File: src/rtl/dacif_pkg.sv
package dacif_pkg;
  typedef enum logic [1:0] {
    SEL_LO   = 2'b00,
    SEL_HI   = 2'b01,
    SEL_CTL  = 2'b10,
    SEL_RSVD = 2'b11
  } dacif_sel_e;

  localparam int CTL_PD_BIT   = 0;
  localparam int CTL_FAST_BIT = 1;
  localparam int CTL_SYNC_BIT = 2;
endpackage

File: src/rtl/dacif_decode.sv
module dacif_decode
  import dacif_pkg::*;
#(
  parameter int ADDR_W = 2
) (
  input  logic              cs_n,
  input  logic              we_n,
  input  logic [ADDR_W-1:0] addr,
  output logic              wr_lo,
  output logic              wr_hi,
  output logic              wr_ctl
);
  logic wr_any;
  assign wr_any = !cs_n && !we_n;

  always_comb begin
    wr_lo  = 1'b0;
    wr_hi  = 1'b0;
    wr_ctl = 1'b0;
    if (wr_any) begin
      case (dacif_sel_e'(addr[1:0]))
        SEL_LO:  wr_lo  = 1'b1;
        SEL_HI:  wr_hi  = 1'b1;
        SEL_CTL: wr_ctl = 1'b1;
        default: ;
      endcase
    end
  end

  always_comb begin
    assert ($countones({wr_lo, wr_hi, wr_ctl}) <= 1)
      else $error("decode strobes overlap");
  end
endmodule

File: src/rtl/dacif_hold.sv
module dacif_hold #(
  parameter int DATA_W = 8,
  parameter int HI_W   = 4,
  parameter int CTL_W  = 3
) (
  input  logic              clk,
  input  logic              rst_n,
  input  logic              cs_n,
  input  logic              we_n,
  input  logic              wr_lo,
  input  logic              wr_hi,
  input  logic              wr_ctl,
  input  logic [1:0]        addr,
  input  logic [DATA_W-1:0] din,
  output logic [DATA_W-1:0] lo_q,
  output logic [HI_W-1:0]   hi_q,
  output logic [CTL_W-1:0]  ctl_q
);
  always_ff @(posedge clk or negedge rst_n) begin
    if (!rst_n) begin
      lo_q  <= '0;
      hi_q  <= '0;
      ctl_q <= '0;
    end else begin
      if (wr_lo)  lo_q  <= din;
      if (wr_hi)  hi_q  <= din[HI_W-1:0];
      if (wr_ctl) ctl_q <= din[CTL_W-1:0];
    end
  end

  assert_cs_block_R6: assert property (@(posedge clk) disable iff (!rst_n)
    cs_n |=> ($stable(lo_q) && $stable(hi_q) && $stable(ctl_q)))
    else $error("holding changed while deselected");

  assert_rsvd_ignored_R5: assert property (@(posedge clk) disable iff (!rst_n)
    (!cs_n && !we_n && addr == 2'b11) |=> ($stable(lo_q) && $stable(hi_q) && $stable(ctl_q)))
    else $error("reserved address write changed holding");

  assert_lo_capture_R2: assert property (@(posedge clk) disable iff (!rst_n)
    (!cs_n && !we_n && addr == 2'b00) |=> (lo_q == $past(din)))
    else $error("low byte not captured");
endmodule

File: src/rtl/dacif_update.sv
module dacif_update #(
  parameter int CODE_W = 12
) (
  input  logic              clk,
  input  logic              rst_n,
  input  logic              ld_n,
  input  logic              sync_mode,
  input  logic [CODE_W-1:0] hold_code,
  output logic [CODE_W-1:0] code_q
);
  logic ld_q;
  logic load_now;

  always_comb begin
    if (sync_mode) load_now = !ld_n && ld_q;
    else           load_now = !ld_n;
  end

  always_ff @(posedge clk or negedge rst_n) begin
    if (!rst_n) begin
      ld_q   <= 1'b1;
      code_q <= '0;
    end else begin
      ld_q <= ld_n;
      if (load_now) code_q <= hold_code;
    end
  end

  assert_hold_when_idle_R7: assert property (@(posedge clk) disable iff (!rst_n)
    ld_n |=> $stable(code_q))
    else $error("output moved without load");

  assert_async_follow_R8: assert property (@(posedge clk) disable iff (!rst_n)
    (!sync_mode && !ld_n) |=> (code_q == $past(hold_code)))
    else $error("transparent load missed");

  assert_sync_once_R9: assert property (@(posedge clk) disable iff (!rst_n)
    (sync_mode && !ld_n && !ld_q) |=> $stable(code_q))
    else $error("synchronous mode reloaded while strobe held");
endmodule

File: src/rtl/dacif_top.sv
module dacif_top
  import dacif_pkg::*;
#(
  parameter int DATA_W = 8,
  parameter int CODE_W = 12,
  parameter int CTL_W  = 3,
  parameter int ADDR_W = 2
) (
  input  logic              clk,
  input  logic              rst_n,
  input  logic [DATA_W-1:0] bus_d,
  input  logic [ADDR_W-1:0] bus_a,
  input  logic              cs_n,
  input  logic              we_n,
  input  logic              ld_n,
  input  logic              pwd_n,
  input  logic              spd_in,
  input  logic [ADDR_W-1:0] rb_sel,
  output logic [DATA_W-1:0] rb_data,
  output logic [CODE_W-1:0] dac_code,
  output logic              pd_out,
  output logic              fast_out
);
  localparam int HI_W = CODE_W - DATA_W;

  logic              wr_lo, wr_hi, wr_ctl;
  logic [DATA_W-1:0] lo_q;
  logic [HI_W-1:0]   hi_q;
  logic [CTL_W-1:0]  ctl_q;

  dacif_decode #(.ADDR_W(ADDR_W)) u_dec (
    .cs_n   (cs_n),
    .we_n   (we_n),
    .addr   (bus_a),
    .wr_lo  (wr_lo),
    .wr_hi  (wr_hi),
    .wr_ctl (wr_ctl)
  );

  dacif_hold #(.DATA_W(DATA_W), .HI_W(HI_W), .CTL_W(CTL_W)) u_hold (
    .clk    (clk),
    .rst_n  (rst_n),
    .cs_n   (cs_n),
    .we_n   (we_n),
    .wr_lo  (wr_lo),
    .wr_hi  (wr_hi),
    .wr_ctl (wr_ctl),
    .addr   (bus_a[1:0]),
    .din    (bus_d),
    .lo_q   (lo_q),
    .hi_q   (hi_q),
    .ctl_q  (ctl_q)
  );

  dacif_update #(.CODE_W(CODE_W)) u_upd (
    .clk       (clk),
    .rst_n     (rst_n),
    .ld_n      (ld_n),
    .sync_mode (ctl_q[CTL_SYNC_BIT]),
    .hold_code ({hi_q, lo_q}),
    .code_q    (dac_code)
  );

  always_comb begin
    case (dacif_sel_e'(rb_sel[1:0]))
      SEL_LO:  rb_data = lo_q;
      SEL_HI:  rb_data = {{(DATA_W-HI_W){1'b0}}, hi_q};
      SEL_CTL: rb_data = {{(DATA_W-CTL_W){1'b0}}, ctl_q};
      default: rb_data = '0;
    endcase
  end

  assign pd_out   = ctl_q[CTL_PD_BIT]   | ~pwd_n;
  assign fast_out = ctl_q[CTL_FAST_BIT] | spd_in;

  assert_pin_powerdown_R10: assert property (@(posedge clk) disable iff (!rst_n)
    !pwd_n |-> pd_out)
    else $error("power-down pin not honoured");

  assert_pin_speed_R11: assert property (@(posedge clk) disable iff (!rst_n)
    spd_in |-> fast_out)
    else $error("speed pin not honoured");
endmodule

File: config.mk
export PLATFORM = sky130hd
export DESIGN_NAME = dacif_top
export DESIGN_NICKNAME = d
export VERILOG_FILES = /design/src/rtl/dacif_pkg.sv /design/src/rtl/dacif_decode.sv /design/src/rtl/dacif_hold.sv /design/src/rtl/dacif_update.sv /design/src/rtl/dacif_top.sv
export SDC_FILE = /design/constraint.sdc
export NUM_CORES = 1
export LEC_CHECK = 0
export BUFFER_PORTS_ARGS = -buffer_cell sky130_fd_sc_hd__buf_2
export CAP_MARGIN = 20
export CORE_MARGIN = 2
export CORE_UTILIZATION = 30
export CTS_CLUSTER_DIAMETER = 150
export DETAILED_ROUTE_END_ITERATION = 8
export PLACE_DENSITY_LB_ADDON = 0.12
export SYNTH_ARGS = -nofsm -noshare
export SYNTH_HDL_FRONTEND = slang
export SYNTH_SLANG_ARGS = --single-unit
File: constraint.sdc
create_clock -name clk -period 2.67 [get_ports clk]
set_clock_uncertainty 0.15 [all_clocks]
set_input_delay 0.267 -clock clk [delete_from_list [all_inputs] [get_ports clk]]
set_output_delay 0.267 -clock clk [all_outputs]
set_load 0.01 [all_outputs]
Yosys cells after proc, flatten, opt, wreduce, memory -nomap -nowiden
Cells that the tools add are included.
{"block": "op_classes", "eq_ne": 4, "n_mux": 8, "bitwise_logic": 3, "reduce_logical": 7}
{"operator": "8-bit one-hot mux with 3 select lines", "n": 1}
{"operator": "1-bit 2-to-1 mux", "n": 7}
{"operator": "2-bit by 1-bit equality test with 1-bit output (second input constant)", "n": 2}
{"operator": "2-bit equality test (second input constant)", "n": 2}
{"operator": "2-bit logical NOT", "n": 2}
{"operator": "1-bit logical NOT", "n": 3}
{"operator": "1-bit logical AND", "n": 2}
{"operator": "1-bit OR", "n": 2}
{"operator": "1-bit NOT", "n": 1}
{"block": "word_totals", "reg_bits": 28, "out_inout_bits": 22, "elab_cells": 27}

Depth between registers and ports, before layout
Gate-level depths: netlist of the first run.
{"block": "logic_depth", "word_depth": 3, "mapped_depth": 4, "mapped_depth_nobuf": 3}

By module
Synthesis of the first run repeated with hierarchy kept, for this count alone.
{"block": "unflattened", "hier_cells": 79, "hier_area_um2": 1227.4}
{"module": "dacif_hold", "instances": 1, "cells_each": 31, "area_each_um2": 585.6, "seq_area_each_um2": 375.4}
{"module": "dacif_update", "instances": 1, "cells_each": 28, "area_each_um2": 485.5, "seq_area_each_um2": 326.6}
{"module": "dacif_top", "instances": 1, "cells_each": 17, "area_each_um2": 132.6, "seq_area_each_um2": 0.0}
{"module": "dacif_decode", "instances": 1, "cells_each": 3, "area_each_um2": 23.8, "seq_area_each_um2": 0.0}

Worst setup path before layout of the first run
No wires, ideal clock.
{"block": "synth_path", "path_type": "register to register", "from": "register u_upd.ld_q", "to": "register u_upd.code_q[0]", "t_arrival_ps": 1318, "t_required_ps": 2395, "setup_slack_ps": 1078, "path_stages_with_launch": 5, "synth_period_minus_slack_ps": 1592, "cell_sequence": "dfstp_2 inv_1 a21oi_1 buf_2 mux2_2"}
{"block": "synth_via", "elab_chain_cells": 2}
{"item": "start: declaration", "line": "dacif_update.sv:11", "text": "logic ld_q;"}
{"item": "start signal: assignment", "line": "dacif_update.sv:24", "text": "ld_q <= ld_n;"}
{"item": "1-bit logical AND", "line": "dacif_update.sv:15", "text": "if (sync_mode) load_now = !ld_n && ld_q;"}
{"item": "1-bit 2-to-1 mux", "line": "dacif_update.sv:15"}
{"item": "end signal: assignment", "line": "dacif_update.sv:25", "text": "if (load_now) code_q <= hold_code;"}
{"item": "end: declaration", "line": "dacif_update.sv:9", "text": "output logic [CODE_W-1:0] code_q"}
Every way passes these cells.
A chain may end at the register's enable or synchronous reset.

Final worst setup path of the first run
{"block": "layout_path", "from": "input port ld_n", "to": "register u_upd.code_q[5]"}
{"block": "layout_via", "elab_chain_cells": 3}
{"item": "start: declaration", "line": "dacif_top.sv:15", "text": "input logic ld_n,"}
{"item": "1-bit logical NOT (*)", "line": "dacif_update.sv:15, dacif_update.sv:16"}
{"item": "1-bit logical AND", "line": "dacif_update.sv:15"}
{"item": "1-bit 2-to-1 mux (*)", "line": "dacif_update.sv:15"}
Every way passes the cells marked *; elsewhere a longest branch is shown, timed or not.

==> flow_summary_export.csv, run 1 <==
group,metric,value,unit
status,status,"complete, no violations",
setup_path,cp.arrival,1760,ps
logic_synthesis,synth_cells,81,
worst_hold_path,hold_path_class,"in -> reg",
logic_synthesis,synth_top_family_by_area,"multiplexers",
floorplanning,core-area,3740,sq um
setup_path,r2r_start,"u_upd.ld_q",
pwr,p_per_area,746,nW/um^2
logic_synthesis,synth_fa_ha_area_share,0,%
floorplanning,fp.dieH,67.0,um
timing,worstMarginPinSlew,629,ps
timing,period_minus_slack,1760,ps
logic_synthesis,yosysWarnings,0,
floorplanning,io_pins,41,
clock_tree,htree_levels,1,
setup_path,r2r_slack,990,ps
detailed_routing,drt_iter0_markers,5,
floorplanning,dieArea,4500,sq um
detailed_routing,vias_per_cell,4.53,
setup_path,worst_r2r_path_depth,4,
setup_path,crit_buf_inv,3,
timing,fmaxAchievable,570,MHz
detailed_routing,wl,2400,um
worst_hold_path,hold_end,"u_hold.lo_q[6]",
clock_tree,clock-root-buffer,"clkbuf_8",
detailed_routing,post_drt_wl_per_cell,13.8,um
layout,mostFrequentLayoutCell,"buf_2",
clock_tree,tritoncts.num_buffers,3,
detailed_routing,vias,789,
detailed_routing,drc,0,
setup_path,crit_chain,"dlygate4sd3_1 -> buf_2 -> a21oi_1 -> buf_4 -> mux2_2",
clock_tree,cts.sinks,28,
floorplanning,std_cell_rows,22,
worst_hold_path,min_from,"bus_d[6]",
clock_tree,cts_tree,"done",
layout,multi_input_area,478,sq um
global_route,antenna_found_initial,0,
setup_path,worstReg2RegEnd,"u_upd.code_q[5]",
layout,layout_common_cells,"40 x buf_2, 27 x mux2_2, 27 x dfrtp_1, 4 x mux2i_1, 4 x and2_1",
logic_synthesis,synth_mux_area_share,28.9,%
clock_tree,cts_setup_buffers,0,
layout,area_growth,27.2,%
setup_path,start_kind,"input port",
setup_path,path_delay_family,"buffers and inverters",
timing,fin_crit_sh,65.8,%
logic_synthesis,synth_compound_area_share,1.68,%
pwr,ir_worst_vdd,0.324,mV
layout,final_layout_size_suffix_gt1_share,60.3,%
logic_synthesis,avgSynthCellArea,14.7,sq um
timing,fin_setup_tns,0,ps
clock_tree,cts_buffer_depth,2,
logic_synthesis,ys_seq_area_share,58.9,%
pwr,power,1.13,mW
logic_synthesis,syn-cell-area,1190,sq um
detailed_routing,drtAntennaViolNets,0,
placement,gp_congestion,0.672,
global_route,gr-usage-all-layers,11.6,%
logic_synthesis,ys_ff_latch,28,
placement,numPortBuffers,40,
floorplanning,start_util,31.9,%
detailed_routing,detail_route.first_pass.iterations,2,
logic_synthesis,synth-xor-area-share,0,%
global_route,grt_pass1_wl,3770,um
clock_tree,cts-hold-fix-buffers,2,
global_route,grt_max_degree,29,
global_route,grt_overflow,0,
global_route,grt_pass1_vias,816,
setup_path,crit_path_max_incr_delay,530,ps
logic_synthesis,synth-simple-area-share,9.55,%
setup_path,crit_path_top_delay_cell,"dlygate4sd3_1",
setup_path,cp-end-kind,"flop",
logic_synthesis,yosysUniqueCellTypes,17,
layout,final-seq-area,702,sq um
logic_synthesis,syn_nets,100,
clock_tree,clock_latency,270,ps
layout,nFillCells,384,
clock_tree,clk_pin_slew,90,ps
job,drv_cap,0,
timing,hold_violations,0,
layout,antenna_cells,0,
worst_hold_path,holdPathStages,2,
setup_path,cp_max_fo,10,
layout,finalNetCount,146,
timing,slew_violations,0,
clock_tree,ctsResizeCount,0,
setup_path,critPathKind,"in -> reg",
pwr,power_leakage,0.713,nW
timing,rsz0062_at_grt,"false",
setup_path,cp.required,2680,ps
timing,setup_viol,0,
floorplanning,die_w,67.0,um
timing,slew_headroom,57.8,%
==> state kept, by name, summed over array words and instances, names as in the netlist <==
signal and cells:
u_hold.ctl_q 3, u_upd.code_q 12, u_hold.hi_q 4, u_upd.ld_q 1
u_hold.lo_q 8
==> metal layers <==
metal  share of wire [%]  GRT usage (%)  up-vias  wire [um]
li1                    -              -      374          -
met5                   0              0        -          0
met4                0.96           5.36        0         23
met1                  42           14.0      389       1010
met2                  51           19.7       24       1220
met3                 6.5           2.20        2        155
==> logic make-up after synthesis <==
family,after synthesis
mux,31
flops,28
buf+inv,3
compound gates,4
simple gates,15
==> through the flow <==
stage	std cells	utilization, %	hold WS (ps)	worst slack (ps)	instance area [sq um]
final	174	40.5	76.8	914	1520
after global routing	174	40.5	67.7	850	1520
after CTS	174	40.5	70.7	898	1520
after detailed placement	168	38.8	176	924	1450
after global placement	168	38.8	167	932	1450
after floorplan	81	-	-179	1080	1190
==> how the worst max path moves through the flow <==
stage | startpoint | endpoint | slack [ps] | depth (start not counted)
2_1_floorplan | u_upd.ld_q | u_upd.code_q[0] | 1080 | 4
3_3_place_gp | we_n | u_hold.lo_q[0] | 930 | 3
3_5_place_dp | we_n | u_hold.lo_q[7] | 920 | 3
4_1_cts | ld_n | u_upd.code_q[4] | 900 | 5
5_1_grt | ld_n | u_upd.code_q[4] | 850 | 5
6_report | ld_n | u_upd.code_q[5] | 910 | 5
==> cells in the mapped netlist <==
| cell type | number | share of area (%) |
|---|---|---|
| o21ai_0 | 3 | 1.3 |
| and2_1 | 4 | 2.1 |
| mux2_2 | 27 | 25 |
| nand2b_1 | 1 | 0.52 |
| nor2b_1 | 1 | 0.52 |
| or2_2 | 1 | 0.52 |
| clkbuf_1 | 1 | 0.31 |
| nor4b_2 | 2 | 2.5 |
| nor4_4 | 1 | 1.8 |
| dfrtp_1 | 27 | 57 |
| mux2i_1 | 4 | 3.4 |
| a21oi_1 | 1 | 0.42 |
| dfstp_2 | 1 | 2.2 |
| nor2_1 | 2 | 0.63 |
| inv_1 | 1 | 0.31 |
| buf_2 | 1 | 0.42 |
| nand2_1 | 3 | 0.94 |
==> layout make-up <==
| class | count | share of cell area, % |
|---|---|---|
| Timing Repair Buffer | 43 | 15.0 |
| Inverter | 1 | 0.248 |
| Sequential cell | 28 | 46.3 |
| Clock buffer | 4 | 2.97 |
| Tap cell | 48 | 3.96 |
| Multi-Input combinational cell | 50 | 31.5 |
==> worst reg2reg max path, stage by stage (launching register included) <==
cell and delay, ps:
dfstp_2 530, inv_1 40, a21oi_1 240, buf_4 260, mux2_2 360
==> power by group <==
part	switching, mW	leakage, nW	internal [mW]	total (mW)
Combinational	0.134	0.355	0.170	0.304
Clock	0.122	0.0228	0.107	0.229
Sequential	0.0627	0.335	0.536	0.599
Total	0.319	0.713	0.813	1.13
No activity file was read; power rests on OpenSTA's default activity.
==> run 2, diff against run 1 <==
--- a/config.mk
+++ b/config.mk
@@ -5,6 +5,7 @@
 export SDC_FILE = /design/constraint.sdc
 export NUM_CORES = 1
 export LEC_CHECK = 0
+export ABC_AREA = 1
 export BUFFER_PORTS_ARGS = -buffer_cell sky130_fd_sc_hd__buf_2
 export CAP_MARGIN = 20
 export CORE_MARGIN = 2
==> constraint.sdc (replaced) <==
create_clock -name clk -period 1.8 [get_ports clk]
set_clock_uncertainty 0.15 [all_clocks]
set_input_delay 0.18 -clock clk [delete_from_list [all_inputs] [get_ports clk]]
set_output_delay 0.18 -clock clk [all_outputs]
set_load 0.01 [all_outputs]
==> run 2 against run 1 <==
Net effect:
- sequential power grew 40%
- worst setup slack got worse by 530 ps
- via count is 43% higher
- routed wire length rose by 20%
- largest power group unchanged
- highest routed layer unchanged
==> flow_summary_export.csv, run 2 <==
group,metric,value,unit
timing,fin_setup_tns,0,ps
global_route,antenna_found_initial,0,
timing,worstMarginPinSlew,641,ps
global_route,grt_max_degree,29,
timing,period_minus_slack,1420,ps
clock_tree,clock-root-buffer,"clkbuf_8",
timing,setup_ws,380,ps
pwr,ir_worst_vdd,0.341,mV
logic_synthesis,synth_mux_area_share,0,%
global_route,grt_pass1_wl,4910,um
layout,top_register,"u_upd.code_q",
logic_synthesis,ys_seq_area_share,55.5,%
placement,dp_slack,495,ps
pwr,netSwitchingPower,489,uW
clock_tree,cts_buffer_depth,2,
logic_synthesis,synth_edf_count,0,
detailed_routing,drc,0,
pwr,p_per_area,978,nW/um^2
global_route,gr-usage-all-layers,13.9,%
layout,area_growth,28.8,%
timing,fin_crit_sh,78.9,%
setup_path,cp.required,1470,ps
setup_path,cp_max_fo,3,
clock_tree,tritoncts.num_buffers,3,
layout,utilization,40.4,%
logic_synthesis,synth_top_family_by_area,"simple AND/OR/NAND/NOR gates",
detailed_routing,vias,1130,
logic_synthesis,synthArstFlopShare,100,%
logic_synthesis,synth_fa_ha_area_share,0,%
layout,layout_common_cells,"64 x nand2_1, 40 x buf_2, 37 x nand3_1, 27 x dfrtp_1, 12 x inv_1",
layout,nFillCells,433,
detailed_routing,vias_per_cell,4.45,
logic_synthesis,synth-xor-area-share,0,%
timing,setup_viol,0,
placement,dp_cells,244,
logic_synthesis,avgSynthCellArea,8.11,sq um
setup_path,critPathKind,"reg -> out",
detailed_routing,drtAntennaViolNets,0,
timing,slew_violations,0,
layout,final_cells,254,
logic_synthesis,yosysTopAreaCellShare,53.4,%
pwr,power_leakage,0.940,nW
clock_tree,clk_pin_slew,90,ps
timing,fmaxAchievable,704,MHz
layout,final_layout_size_suffix_gt1_share,25.5,%
pwr,seqPwrFrac,52.8,%
global_route,grt_overflow,0,
floorplanning,core-area,4030,sq um
floorplanning,dieArea,4750,sq um
detailed_routing,drt_iter0_markers,47,
layout,reg.largest.list,"u_upd.code_q: 12 flops, u_hold.lo_q: 8 flops, u_hold.hi_q: 4 flops",
timing,rsz0062_at_grt,"false",
logic_synthesis,synth.area.top_cells,"dfrtp_1 53%, nand2_1 19%, nand3_1 15%, inv_1 3.6%, dfstp_2 2.1%",
status,status,"complete, no violations",
placement,gp_congestion,0.738,
logic_synthesis,ys_ff_latch,28,
clock_tree,ctsResizeCount,0,
job,drv_cap,0,
logic_synthesis,yosysUniqueCellTypes,13,
detailed_routing,wl,2890,um
global_route,grt_pass1_vias,1132,
logic_synthesis,syn-cell-area,1260,sq um
pwr,clockPowerShare,24.1,%
detailed_routing,post_drt_wl_per_cell,11.4,um
floorplanning,io_pins,41,
logic_synthesis,yosysWarnings,0,
logic_synthesis,synth_top_area_cell,"dfrtp_1",
placement,numPortBuffers,40,
logic_synthesis,synth_compound_area_share,0,%
floorplanning,start_util,31.4,%
layout,mostFrequentLayoutCell,"nand2_1",
layout,finalNetCount,224,
timing,slew_headroom,57.3,%
clock_tree,cts_tree,"done",
logic_synthesis,syn_nets,175,
setup_path,cp-end-kind,"output pin",
worst_hold_path,hold_path_class,"in -> reg",
pwr,p_sw_share,30.7,%
setup_path,cp.arrival,1090,ps
clock_tree,cts-hold-fix-buffers,6,
setup_path,start_kind,"flop",
logic_synthesis,synth_cells,156,
clock_tree,cts_setup_buffers,0,
floorplanning,std_cell_rows,23,
floorplanning,fp.dieH,68.9,um
clock_tree,cts.sinks,28,
pwr,p_int,1.10,mW
placement,hpwl,2250,um
layout,antenna_cells,0,
clock_tree,htree_levels,1,
logic_synthesis,synthTopCellsByCount,"64 x nand2_1, 37 x nand3_1, 27 x dfrtp_1, 12 x inv_1, 6 x nor2_1",
detailed_routing,detail_route.first_pass.iterations,4,
clock_tree,clock_latency,270,ps
logic_synthesis,synthFlopType,"dfrtp_1",
pwr,power,1.59,mW
timing,hold_violations,0,
layout,largest_register_ffs,12,
logic_synthesis,synth.most_common_cell,"nand2_1",
floorplanning,die_w,68.9,um
logic_synthesis,synth-simple-area-share,38.7,%
pwr,p_comb_share,23.1,%
## run 2: changes by cell type after synthesis, moves of 2 or more
| cell | change |
|---|---|
| nor4b_2 | -2 |
| nand3_1 | +37 |
| mux2i_1 | -4 |
| o21ai_0 | -3 |
| nor2_2 | +2 |
| nor2_1 | +4 |
| mux2_2 | -27 |
| nand2_1 | +61 |
| inv_1 | +11 |
| and2_1 | -4 |
## run 2: area by class of cell
type,instances,area (sq um),area share (%)
Multi-Input combinational cell,112,489,30.0
Inverter,12,45.0,2.76
Tap cell,50,62.6,3.84
Timing Repair Buffer,48,275,16.9
Clock buffer,4,55.1,3.38
Sequential cell,28,702,43.1
## run 2: cell families (layout without fill, tap and decap cells)
logic type / Yosys count / count (layout)
simple gates: 112 / 112
flops: 28 / 28
buf+inv: 16 / 64
## run 2: critical path, cell delays in order, from the launching register on
cell     delay, ps
dfrtp_1        410
or2_2          270
buf_2          140
## run 2: power by group through the flow
stage | Clock, mW | Sequential, mW | Combinational (mW)
2_1_floorplan | 0 | 0.861 | 0.184
3_3_place_gp | 0 | 0.853 | 0.360
3_5_place_dp | 0 | 0.855 | 0.369
4_1_cts | 0.398 | 0.844 | 0.379
5_1_grt | 0.422 | 0.859 | 0.431
6_report | 0.384 | 0.841 | 0.369
## run 2: worst paths after layout
kind                                 start              end  slack, ps  depth (start not counted)
setup / recovery           u_hold.ctl_q[1]         fast_out        380                          2
setup reg to reg                u_upd.ld_q  u_upd.code_q[1]        500                          5
min in group asynchronous            rst_n  u_upd.code_q[6]        310                          2
max in group asynchronous            rst_n   u_hold.lo_q[3]        770                          2
hold reg to reg            u_upd.code_q[2]  u_upd.code_q[2]        320                          2
hold / removal                    bus_d[3]   u_hold.lo_q[3]         20                          3
## run 2: through the flow
stage / hold WS (ps) / area, sq um
2_1_floorplan: -266 / 1260
3_3_place_gp: 74.8 / 1510
3_5_place_dp: 84.6 / 1510
4_1_cts: 14.3 / 1630
5_1_grt: 22.5 / 1630
6_report: 16.2 / 1630
## run 2: per-layer routing
layer | up-vias | wire, um | GRT usage [%]
met5 | - | 0 | 0
met4 | 0 | 25 | 4.41
met3 | 2 | 142 | 2.44
met2 | 27 | 1360 | 24.6
met1 | 511 | 1360 | 17.0
li1 | 590 | - | -
